`src/rtl/nia_pkg.sv`:
```
package nia_pkg;

    localparam int unsigned NIA_ADDR_W = 19;
    localparam int unsigned NIA_REG_W  = 32;
    localparam int unsigned NIA_OFS_W  = 16;

    // Next-state choice of the address register
    typedef enum logic [1:0] {
        NXT_HOLD = 2'd0,
        NXT_STEP = 2'd1,
        NXT_LOAD = 2'd2
    } nxt_e;

    // Control bundle carried from the ports into the unit
    typedef struct packed {
        logic stall;
        logic beq;
        logic jump;
    } nia_ctrl_t;

    // Stall dominates; otherwise a load beats a step
    function automatic nxt_e nxt_pick(input logic stall, input logic load);
        if (stall)
            return NXT_HOLD;
        else if (load)
            return NXT_LOAD;
        else
            return NXT_STEP;
    endfunction

endpackage

```
`src/rtl/nia_eq_cmp.sv`:
```
module nia_eq_cmp #(
    parameter int unsigned W = 32
) (
    input  logic [W-1:0] a,
    input  logic [W-1:0] b,
    output logic         eq
);
    logic [W-1:0] diff;

    for (genvar i = 0; i < W; i++) begin : g_bit
        assign diff[i] = a[i] ^ b[i];
    end

    assign eq = ~|diff;
endmodule

```
`src/rtl/nia_tgt_adder.sv`:
```
module nia_tgt_adder #(
    parameter int unsigned AW = 19,
    parameter int unsigned OW = 16
) (
    input  logic [AW-1:0] cur,
    input  logic [OW-1:0] ofs,
    input  logic [AW-1:0] abs_tgt,
    input  logic          sel_abs,
    output logic [AW-1:0] tgt
);
    logic [AW-1:0] ofs_ext;
    logic [AW-1:0] opnd_l;
    logic [AW-1:0] opnd_r;

    if (OW >= AW) begin : g_trunc
        assign ofs_ext = ofs[AW-1:0];
    end else begin : g_sext
        assign ofs_ext = {{(AW-OW){ofs[OW-1]}}, ofs};
    end

    always_comb begin
        opnd_l = sel_abs ? '0      : cur;
        opnd_r = sel_abs ? abs_tgt : ofs_ext;
        tgt    = opnd_l + opnd_r;
    end
endmodule

```
`src/rtl/nia_counter.sv`:
```
module nia_counter
    import nia_pkg::*;
#(
    parameter int unsigned AW = 19
) (
    input  logic          clk,
    input  logic          rst,
    input  nxt_e          mode,
    input  logic [AW-1:0] ld_val,
    output logic [AW-1:0] q
);
    always_ff @(posedge clk) begin
        if (rst) begin
            q <= '0;
        end else begin
            case (mode)
                NXT_STEP: q <= q + AW'(1);
                NXT_LOAD: q <= ld_val;
                default:  q <= q;
            endcase
        end
    end
endmodule

```
`src/rtl/nia_unit.sv`:
```
module nia_unit
    import nia_pkg::*;
#(
    parameter int unsigned ADDR_W = NIA_ADDR_W,
    parameter int unsigned REG_W  = NIA_REG_W,
    parameter int unsigned OFS_W  = NIA_OFS_W
) (
    input  logic              clk,
    input  logic              rst,
    input  logic              stall,
    input  logic              is_beq,
    input  logic              is_jump,
    input  logic [REG_W-1:0]  opnd_a,
    input  logic [REG_W-1:0]  opnd_b,
    input  logic [OFS_W-1:0]  br_ofs,
    input  logic [ADDR_W-1:0] jmp_field,
    output logic [ADDR_W-1:0] pc
);
    nia_ctrl_t     ctl;
    logic          opnd_eq;
    logic          load;
    nxt_e          mode;
    logic [ADDR_W-1:0] target;

    assign ctl = '{stall: stall, beq: is_beq, jump: is_jump};

    nia_eq_cmp #(.W(REG_W)) u_cmp (
        .a  (opnd_a),
        .b  (opnd_b),
        .eq (opnd_eq)
    );

    nia_tgt_adder #(.AW(ADDR_W), .OW(OFS_W)) u_add (
        .cur     (pc),
        .ofs     (br_ofs),
        .abs_tgt (jmp_field),
        .sel_abs (ctl.jump),
        .tgt     (target)
    );

    assign load = (ctl.beq & opnd_eq) | ctl.jump;
    assign mode = nxt_pick(ctl.stall, load);

    nia_counter #(.AW(ADDR_W)) u_cnt (
        .clk    (clk),
        .rst    (rst),
        .mode   (mode),
        .ld_val (target),
        .q      (pc)
    );
endmodule

```
`config.mk`:
```
export PLATFORM = sky130hd
export DESIGN_NAME = nia_unit
export DESIGN_NICKNAME = d
export VERILOG_FILES = /design/src/rtl/nia_pkg.sv /design/src/rtl/nia_eq_cmp.sv /design/src/rtl/nia_tgt_adder.sv /design/src/rtl/nia_counter.sv /design/src/rtl/nia_unit.sv
export SDC_FILE = /design/constraint.sdc
export NUM_CORES = 1
export LEC_CHECK = 0
export BUFFER_PORTS_ARGS = -buffer_cell sky130_fd_sc_hd__buf_4
export CORE_UTILIZATION = 44
export CTS_BUF_LIST = sky130_fd_sc_hd__clkbuf_8 sky130_fd_sc_hd__clkbuf_16
export DETAILED_ROUTE_END_ITERATION = 12
export GPL_ROUTABILITY_DRIVEN = 0
export PLACE_DENSITY = 0.82
export SETUP_SLACK_MARGIN = 0.4
export SYNTH_ARGS = -nofsm -noshare
export SYNTH_HDL_FRONTEND = slang
export SYNTH_HIERARCHICAL = 1
export SYNTH_SLANG_ARGS = --single-unit
```
`constraint.sdc`:
```
create_clock -name clk -period 2.8 [get_ports clk]
set_input_delay 0.42 -clock clk [delete_from_list [all_inputs] [get_ports clk]]
set_output_delay 0.42 -clock clk [all_outputs]
set_load 0.02 [all_outputs]
```
==> flow_metrics.py <==
metrics = {
    "setup_path": {
        "required_ns": 2.99,
        "crit_family": "simple AND/OR/NAND/NOR gates",
        "path_cells": "buf_4 -> xor2_2 -> nor4_2 -> nand4_1 -> nor2_1 -> a21oi_2 -> and2b_1 -> inv_2 -> ha_4 -> or3_4 -> or3_1 -> a31oi_1",
        "r2r_cells": 10,
        "cp_slowest_cell": "or3_1",
        "rrSetupSlack_ns": 0.48,
        "start_kind": "input port",
        "worst-path-buf-inv": 2,
        "cp.arrival_ns": 2.60,
        "timing_worst_setup_path_type": "in2reg",
        "cp-startpoint": "opnd_b[18]",
        "worstReg2RegStart": "u_cnt/q[3]",
        "worstPathMaxFanout": 3,
        "crit_path_end_kind": "flip-flop",
        "slowest_delay_ns": 0.36,
        "r2r-end": "u_cnt/q[8]",
    },
    "pwr": {
        "finalPower_mw": 1.122,
        "ir_drop_v": 0.0001757,
        "power_density_mw_per_mm2": 246.9,
        "cellLeakagePower_nw": 1.932,
    },
    "clock_tree": {
        "cts_tree": "built",
        "cts_buffer_depth": 2,
        "clkTransAtPathRegs_ns": 0.08,
        "cts_made_buffers": 3,
        "hold_buffers": 0,
        "cts-root-buf": "clkbuf_8",
        "worst_skew_pair.late_latency_ns": 0.26,
        "clock-sinks": 19,
        "htreeDepth": 1,
    },
    "routing": {
        "num_vias": 3430,
        "first_iter_violations": 345,
        "vias_per_cell": 5.873,
        "routed_wirelength_um": 9572,
        "dr.pass1.iters": 5,
        "antenna_left": 0,
        "drc": 0,
        "wl_per_cell_um": 16.39,
    },
    "finish": {
        "top_register": "u_cnt/q",
        "fin_area_mm2": 0.004544,
        "utilization_pct": 74.98,
        "layout.nets": 635,
        "largestRegisters": "u_cnt/q (19)",
        "syn_to_final_growth_pct": 60.28,
        "largest_reg_flops": 19,
        "drive_gt1_share_pct": 46.95,
        "n_antenna_cell": 0,
        "fill_cells": 429,
    },
    "placed_design": {
        "post-place-ws_ns": -0.06031,
        "hpwlAfterDp_um": 6957,
        "postPlaceCellArea_mm2": 0.004154,
        "port_buffers": 122,
    },
    "hold_path": {
        "whs_path_depth": 2,
        "hp-start": "rst",
        "hold_path.class": "in2reg",
        "hold_end": "u_cnt/q[2]",
    },
    "sta": {
        "period_needed_ns": 2.411,
        "skew_ns": 0.001928,
        "hold_viol_final": 0,
        "grt_setup_unrepaired": "yes",
        "finalCritPeriodShare_pct": 86.12,
        "slew_violations": 0,
        "max_freq_mhz": 414.7,
        "fin_ws_ns": 0.3886,
        "worstMarginPinSlew_ns": 0.6782,
        "slew_headroom_pct": 54.37,
        "setup_viol": 0,
    },
    "global_route": {
        "grt-ovfl-total": 0,
        "antenna_found_initial": 0,
        "grt_pass1_vias": 3159,
        "grt_max_degree": 44,
        "grtUsageTotal_pct": 26.58,
        "grt_pass1_wl_um": 13950,
    },
    "logic_synthesis": {
        "netlist_area_mm2": 0.002835,
        "synth-edff-count": 0,
        "synthesis.nets": 489,
        "synth_seq_cells": 19,
        "syn_inst": 364,
        "seq_area_frac_synth_pct": 13.42,
        "ys.flop_type": "dfxtp_1",
        "synth_warnings": 6,
        "yosysUniqueCellTypes": 64,
        "synth_area_per_cell_um2": 7.789,
        "synthArstFlopShare_pct": 0,
    },
    "floorplan": {
        "coreArea_mm2": 0.006061,
        "die_w_um": 82.27,
        "ioPinCount": 123,
        "fp-row-count": 28,
        "start_util_pct": 46.78,
        "dieHeight_um": 82.27,
        "die_area_mm2": 0.006768,
    },
    "status": {
        "status": "finished clean",
    },
    "job": {
        "maxCapViolCount": 0,
    },
}
## logic make-up (layout without fill, tap and decap cells)
kind of cell             after synthesis  after routing  share of synthesized area (%)
buffers and inverters                 28            173                          4.678
flip-flops                            19             19                          13.42
XOR/XNOR                              50             50                          15.45
AND/OR/NAND/NOR                      126            126                          24.18
adder cells (fa/ha/maj)               21             21                          9.532
AO/OA/AOI/OAI                        103            103                          26.13
multiplexers                          17             17                          6.620
## worst max-delay path by stage
stage	end	slack, ns	depth (start not counted)
floorplan	u_cnt/q[16]	0.28	14
global placement	u_cnt/q[18]	0.03	11
detailed placement	u_cnt/q[18]	-0.06	12
CTS	u_cnt/q[18]	0.36	12
global route	u_cnt/q[18]	0.26	12
finish	u_cnt/q[18]	0.39	12
## placed cells by master, fill, tap and decap left out, types with 8 or more instances in the layout
master    synthesis  layout
a21oi_1          26      21
a22oi_1           9       9
a31oi_1           9       8
buf_4             0     142
buf_6             1       9
dfxtp_1          19      16
ha_4              0      13
inv_1            13      11
mux2_2           14      10
nand2_1          26      24
nand2b_1         10       9
nand4_1          10      10
nor2_1           22      20
nor2b_1          18      14
nor4_1           12       8
o21ai_0          14       9
xnor2_1          14      14
xor2_1           36      34
## report_power, final
part	leakage [nW]	total, mW	switching (mW)	internal (mW)
registers	0.156	0.304	0.0180	0.286
clock network	0.0255	0.204	0.105	0.0992
logic	1.75	0.614	0.279	0.336
## stage by stage
step | hold slack (ns) | cells | setup TNS, ns
floorplan | 0.5844 | 364 | 0
global placement | 0.5256 | 574 | 0
detailed placement | 0.5432 | 574 | -0.1168
CTS | 0.4716 | 578 | 0
global route | 0.4876 | 584 | 0
finish | 0.4775 | 584 | 0
## cells in the mapped netlist, drive strengths merged (3+ instances only)
| cell | number | share of area (%) |
|---|---|---|
| mux2i | 3 | 1.1 |
| clkbuf | 12 | 2.3 |
| xor2 | 36 | 11 |
| nor2 | 22 | 2.9 |
| dfxtp | 19 | 13 |
| a22oi | 9 | 2.4 |
| or3 | 4 | 0.93 |
| nand3 | 6 | 1.2 |
| a31oi | 10 | 2.7 |
| and4 | 3 | 1.0 |
| nand2 | 26 | 3.4 |
| ha | 20 | 8.8 |
| xnor2 | 14 | 4.3 |
| buf | 3 | 0.66 |
| o31ai | 5 | 1.8 |
| mux2 | 14 | 5.6 |
| nand2b | 10 | 2.2 |
| nor4 | 12 | 2.6 |
| o211ai | 6 | 1.6 |
| nand4 | 11 | 2.6 |
| nor2b | 18 | 4.0 |
| inv | 13 | 1.7 |
| a21o | 6 | 1.6 |
| o21ai | 16 | 3.0 |
| a21oi | 28 | 5.2 |
| nor3 | 5 | 0.88 |
| and3 | 3 | 0.71 |
## final cells by class
cell class,count,area [um2],share of cell area (%)
timing repair buffer,156,1290,28.39
clock buffer,3,41.29,0.9086
multi-input combinational,317,2681,59.00
clock inverter,1,5.005,0.1101
tap,75,93.84,2.065
inverter,13,48.80,1.074
sequential,19,384.1,8.453
## routing by layer
metal / up-vias / share of wire [%] / global-route usage [%]
met5: - / 0 / 0
met4: 0 / 2.5 / 8.947
met3: 29 / 7.7 / 2.857
met2: 184 / 51 / 49.42
met1: 1573 / 39 / 31.31
li1: 1644 / - / -
## what timing repair did
action,in CTS,in global routing
gates resized for setup,9,47
cloned,0,3
pin swaps,16,31
endpoints found under the hold margin,0,0
endpoints found under the setup margin,11,17
setup buffers,0,3
No activity file was read; power rests on OpenSTA's default activity.
